## src/rtl/wrap_pkg.sv

```systemverilog
package wrap_pkg;
  typedef enum logic [1:0] {
    WM_FUNC = 2'b00,
    WM_EXT  = 2'b01,
    WM_INT  = 2'b10,
    WM_SPARE = 2'b11
  } wrap_mode_e;

  typedef struct packed {
    logic cap;
    logic shf;
    logic upd;
  } wrap_op_t;
endpackage

```

## src/rtl/wrap_ctrl.sv

```systemverilog
module wrap_ctrl
  import wrap_pkg::*;
(
  input  logic [1:0] test_mode,
  input  logic       cap_en,
  input  logic       shf_en,
  input  logic       upd_en,
  output wrap_op_t   op,
  output logic       sel_ext,
  output logic       sel_int
);
  wrap_mode_e mode_q;

  always_comb begin
    mode_q  = wrap_mode_e'(test_mode);
    sel_ext = 1'b0;
    sel_int = 1'b0;
    unique case (mode_q)
      WM_EXT:  sel_ext = 1'b1;
      WM_INT:  sel_int = 1'b1;
      default: begin
        sel_ext = 1'b0;
        sel_int = 1'b0;
      end
    endcase
  end

  // capture beats shift, shift beats update
  always_comb begin
    op.cap = cap_en;
    op.shf = shf_en & ~cap_en;
    op.upd = upd_en & ~cap_en & ~shf_en;
  end
endmodule

```

## src/rtl/wrap_cell.sv

```systemverilog
module wrap_cell
  import wrap_pkg::*;
(
  input  logic     clk,
  input  logic     rst_n,
  input  wrap_op_t op,
  input  logic     cap_d,
  input  logic     ser_d,
  output logic     ser_q,
  output logic     upd_q
);
  always_ff @(posedge clk or negedge rst_n) begin
    if (!rst_n) begin
      ser_q <= 1'b0;
    end else if (op.cap) begin
      ser_q <= cap_d;
    end else if (op.shf) begin
      ser_q <= ser_d;
    end
  end

  always_ff @(posedge clk or negedge rst_n) begin
    if (!rst_n) begin
      upd_q <= 1'b0;
    end else if (op.upd) begin
      upd_q <= ser_q;
    end
  end
endmodule

```

## src/rtl/wrap_register.sv

```systemverilog
module wrap_register
  import wrap_pkg::*;
#(
  parameter int LEN = 11
) (
  input  logic           clk,
  input  logic           rst_n,
  input  wrap_op_t       op,
  input  logic [LEN-1:0] cap_vec,
  input  logic           wsi,
  output logic [LEN-1:0] sh_q,
  output logic [LEN-1:0] up_q
);
  logic [LEN-1:0] ser_in;

  generate
    for (genvar k = 0; k < LEN; k++) begin : g_cell
      if (k == 0) begin : g_head
        assign ser_in[k] = wsi;
      end else begin : g_link
        assign ser_in[k] = sh_q[k-1];
      end
      wrap_cell u_cell (
        .clk   (clk),
        .rst_n (rst_n),
        .op    (op),
        .cap_d (cap_vec[k]),
        .ser_d (ser_in[k]),
        .ser_q (sh_q[k]),
        .upd_q (up_q[k])
      );
    end
  endgenerate
endmodule

```

## src/rtl/wrap_terms.sv

```systemverilog
module wrap_terms #(
  parameter int NUM_IN  = 6,
  parameter int NUM_OUT = 5
) (
  input  logic               sel_ext,
  input  logic               sel_int,
  input  logic [NUM_IN-1:0]  host_in,
  input  logic [NUM_IN-1:0]  up_in,
  input  logic [NUM_OUT-1:0] core_out,
  input  logic [NUM_OUT-1:0] up_out,
  output logic [NUM_IN-1:0]  core_in,
  output logic [NUM_OUT-1:0] host_out
);
  generate
    for (genvar i = 0; i < NUM_IN; i++) begin : g_in
      assign core_in[i] = sel_int ? up_in[i] : host_in[i];
    end
    for (genvar j = 0; j < NUM_OUT; j++) begin : g_out
      assign host_out[j] = sel_ext ? up_out[j] : core_out[j];
    end
  endgenerate
endmodule

```

## src/rtl/core_test_wrapper.sv

```systemverilog
module core_test_wrapper
  import wrap_pkg::*;
#(
  parameter int NUM_IN  = 6,
  parameter int NUM_OUT = 5
) (
  input  logic               clk,
  input  logic               rst_n,
  input  logic [1:0]         test_mode,
  input  logic               cap_en,
  input  logic               shf_en,
  input  logic               upd_en,
  input  logic               wsi,
  output logic               wso,
  input  logic [NUM_IN-1:0]  host_in,
  output logic [NUM_IN-1:0]  core_in,
  input  logic [NUM_OUT-1:0] core_out,
  output logic [NUM_OUT-1:0] host_out
);
  localparam int CHAIN = NUM_IN + NUM_OUT;

  wrap_op_t         op;
  logic             sel_ext;
  logic             sel_int;
  logic [CHAIN-1:0] cap_vec;
  logic [CHAIN-1:0] sh_q;
  logic [CHAIN-1:0] up_q;

  wrap_ctrl u_ctrl (
    .test_mode (test_mode),
    .cap_en    (cap_en),
    .shf_en    (shf_en),
    .upd_en    (upd_en),
    .op        (op),
    .sel_ext   (sel_ext),
    .sel_int   (sel_int)
  );

  // input cells sit at the low end of the chain, output cells above them
  assign cap_vec = {core_out, host_in};

  wrap_register #(.LEN(CHAIN)) u_reg (
    .clk     (clk),
    .rst_n   (rst_n),
    .op      (op),
    .cap_vec (cap_vec),
    .wsi     (wsi),
    .sh_q    (sh_q),
    .up_q    (up_q)
  );

  assign wso = sh_q[CHAIN-1];

  wrap_terms #(.NUM_IN(NUM_IN), .NUM_OUT(NUM_OUT)) u_terms (
    .sel_ext  (sel_ext),
    .sel_int  (sel_int),
    .host_in  (host_in),
    .up_in    (up_q[NUM_IN-1:0]),
    .core_out (core_out),
    .up_out   (up_q[CHAIN-1:NUM_IN]),
    .core_in  (core_in),
    .host_out (host_out)
  );
endmodule

```

## config.mk

```make
export PLATFORM = sky130hd
export DESIGN_NAME = core_test_wrapper
export DESIGN_NICKNAME = d
export VERILOG_FILES = /design/src/rtl/wrap_pkg.sv /design/src/rtl/wrap_ctrl.sv /design/src/rtl/wrap_cell.sv /design/src/rtl/wrap_register.sv /design/src/rtl/wrap_terms.sv /design/src/rtl/core_test_wrapper.sv
export SDC_FILE = /design/constraint.sdc
export NUM_CORES = 1
export LEC_CHECK = 0
export ABC_AREA = 1
export BUFFER_PORTS_ARGS = -buffer_cell sky130_fd_sc_hd__buf_2
export CAP_MARGIN = 40
export CORE_MARGIN = 3
export CORE_UTILIZATION = 46
export DETAILED_ROUTE_END_ITERATION = 12
export GPL_ROUTABILITY_DRIVEN = 0
export PLACE_DENSITY = 0.75
export SYNTH_ARGS = -nofsm -noshare
export SYNTH_HDL_FRONTEND = slang
export SYNTH_SLANG_ARGS = --single-unit
```

## constraint.sdc

```tcl
create_clock -name clk -period 0.8 [get_ports clk]
set_clock_uncertainty 0.1 [all_clocks]
set_input_delay 0.12 -clock clk [delete_from_list [all_inputs] [get_ports clk]]
set_output_delay 0.12 -clock clk [all_outputs]
set_load 0.01 [all_outputs]
```

==> run summary <==
Failing checks = negative hold slack, negative setup slack
Total of warnings raised by yosys = 0
Slew HR = 78.96%
RSZ-0062 raised after global routing = true
Die ar. = 3160 um2
Worst Slack Setup Final = -416.6 ps
Core area = 2297 um2
Crit path max fanout = 2
Final hold violation count = 1
Worst slew pin tran = 315.2 ps
Initial core utilization = 50.49%
Num CTS Buffers = 3
WL per Instance = 11.80 um
Final net count = 240
Min Clock Period, post-route = 1217 ps
Max Clk Rate = 0.8220 GHz
Std cell rows = 17
Leakage = 0.0009546 uW
Hold path start = wsi
H-tree depth = 1
Crit path from = u_reg.g_cell[1].u_cell.upd_q
Tot Pwr = 2835 uW
HPWL after detailed placement = 2109 um
Max-slew violations = 0
Flip-flop and latch area = 550.5 um2
Final Cell Area = 1592 um2
Clock transition at path regs = 120 ps
Commonest non-fill, non-tap cells in the layout = nand2_1, buf_2, dfrtp_1, nand3_1, buf_4
DP Worst Slack = -243.9 ps
Max-cap violation count = 0
CTS Root Cell = clkbuf_4
Hold/Removal Path Class = input port to flop
Vias = 1229
Tcrit/Tclk final = 152.1%
Overall routed net length = 2926 um
TritonCTS clock tree = yes
Global-route wire length before repair = 4712 um
Yosys cell types = 8
GRT Overall Usage = 18.22%
Chip width = 56.22 um
Multi-input combinational cell area = 583.1 um2
Layout Cells excl Fill = 248
#FFs+latches synth = 22
Kind of critical path = flop to output port
Status = finished with violations
Diodes inserted = 0
First-pass DRT Iterations = 4
Sequential area share after synthesis = 47.46%
Setup-failing EPs final = 33
FILL cells = 191
Routed vias/inst = 4.956
CTS sink count = 22
Reg2reg start = u_reg.g_cell[9].u_cell.ser_q
Dpl cells = 230
Vias in the first global route = 1115
Final antenna-violating net count = 0
Slowest-stage cell, CP = dfrtp_1
Pin count of the biggest net entering global routing = 23
Dpl cell area = 1386 um2
Worst-skew pair later-pin latency = 310 ps
Syn Nets = 189
Grt ovf = 0
Post-route DRC = 0
Fin Hold WS = -13.20 ps
CP startpoint kind = flop
Most common cell after layout, fill and taps aside = nand2_1
CP Data Required Time = 580 ps
I/O pin count = 31
Max VDD drop = 1345 uV
Area Overhead vs Synth = 37.22%
Hold path cells = 5
Clock Path Buffers = 2
Post-synthesis cell count = 170
Drt initial violations = 72
Avg Synthesized Cell Area = 6.823 um2
Worst path cell trace = nand3_1 -> nand2_1 -> buf_2
Layout cell share with drive strength beyond 1 = 32.27%
Initial antenna violation count = 0
Chip height = 56.22 um
Buffers on Ports = 30
CP Capture Type = output port
Worst Path Arrival = 1000 ps
Pwr/cell area = 1781 nW/um2
Mapped cell area = 1160 um2
Reg2Reg Depth = 4
CP max stage delay = 420 ps
==> per-stage QoR <==
step	setup TNS, ps	utilization (%)
3_3_place_gp	-4797	60.35
4_1_cts	-5159	65.80
6_report	-5539	69.28
5_1_grt	-7130	69.28
2_1_floorplan	0	-
3_5_place_dp	-5766	60.35
==> worst paths after layout <==
| check | end | slack, ps |
|---|---|---|
| setup / recovery | core_in[1] | -420 |
| hold / removal | u_reg.g_cell[0].u_cell.ser_q | -10 |
| setup reg to reg | u_reg.g_cell[10].u_cell.ser_q | -80 |
| hold reg to reg | u_reg.g_cell[4].u_cell.upd_q | 420 |
| max in group asynchronous | u_reg.g_cell[1].u_cell.ser_q | 320 |
| min in group asynchronous | u_reg.g_cell[7].u_cell.upd_q | 150 |
==> registers in the layout, indices dropped and copies added, names as in the netlist <==
name	count
u_reg.g_cell.u_cell.ser_q	11
u_reg.g_cell.u_cell.upd_q	11
==> what timing repair did <==
| action | CTS | global route |
|---|---|---|
| gates cloned | 0 | 0 |
| pin swaps | 22 | 15 |
| endpoints found under the hold margin | 23 | 0 |
| gates resized for setup | 3 | 15 |
| buffers inserted | 10 | 4 |
| hold buffers | 1 | 0 |
| setup endpoints to repair | 23 | 31 |
==> power breakdown <==
part / internal [uW] / leakage (uW) / switching, uW / total [uW]
Combinational: 420 / 0.000656 / 397 / 817
Clock: 278 / 0.0000210 / 346 / 625
Sequential: 1280 / 0.000278 / 116 / 1390
==> final cells by class <==
type / instances / area share (%)
Clock buffer: 4 / 2.280
Tap cell: 28 / 2.201
Timing Repair Buffer: 54 / 23.35
Multi-Input combinational cell: 136 / 36.64
Inverter: 4 / 0.9434
Sequential cell: 22 / 34.59
==> metal layers <==
layer	track usage [%]	share of wire [%]	up-vias
li1	-	-	629
met1	24.45	49	571
met2	30.38	47	24
met3	2.088	3.1	5
met4	6.102	1.5	0
met5	0	0	-
==> cell usage after synthesis <==
cell	instances	area, um2
dfrtp_1	22	550.5
nor2_4	1	11.26
nand2_1	113	424.2
buf_2	3	15.01
clkbuf_1	1	3.750
nand3_1	22	110.1
buf_4	4	30.03
inv_1	4	15.01
==> worst max-delay path, delay by kind of cell (launching register included) <==
family / cells / cell delay, ps
DFF: 1 / 420
and+or+nand+nor: 2 / 130
buffers and inverters: 1 / 130
==> cell families after synthesis <==
kind of cell | share of synthesized area, %
flip-flops | 47.47
buffers and inverters | 5.501
AND/OR/NAND/NOR | 47.03
(Power assumes the default switching activity.)
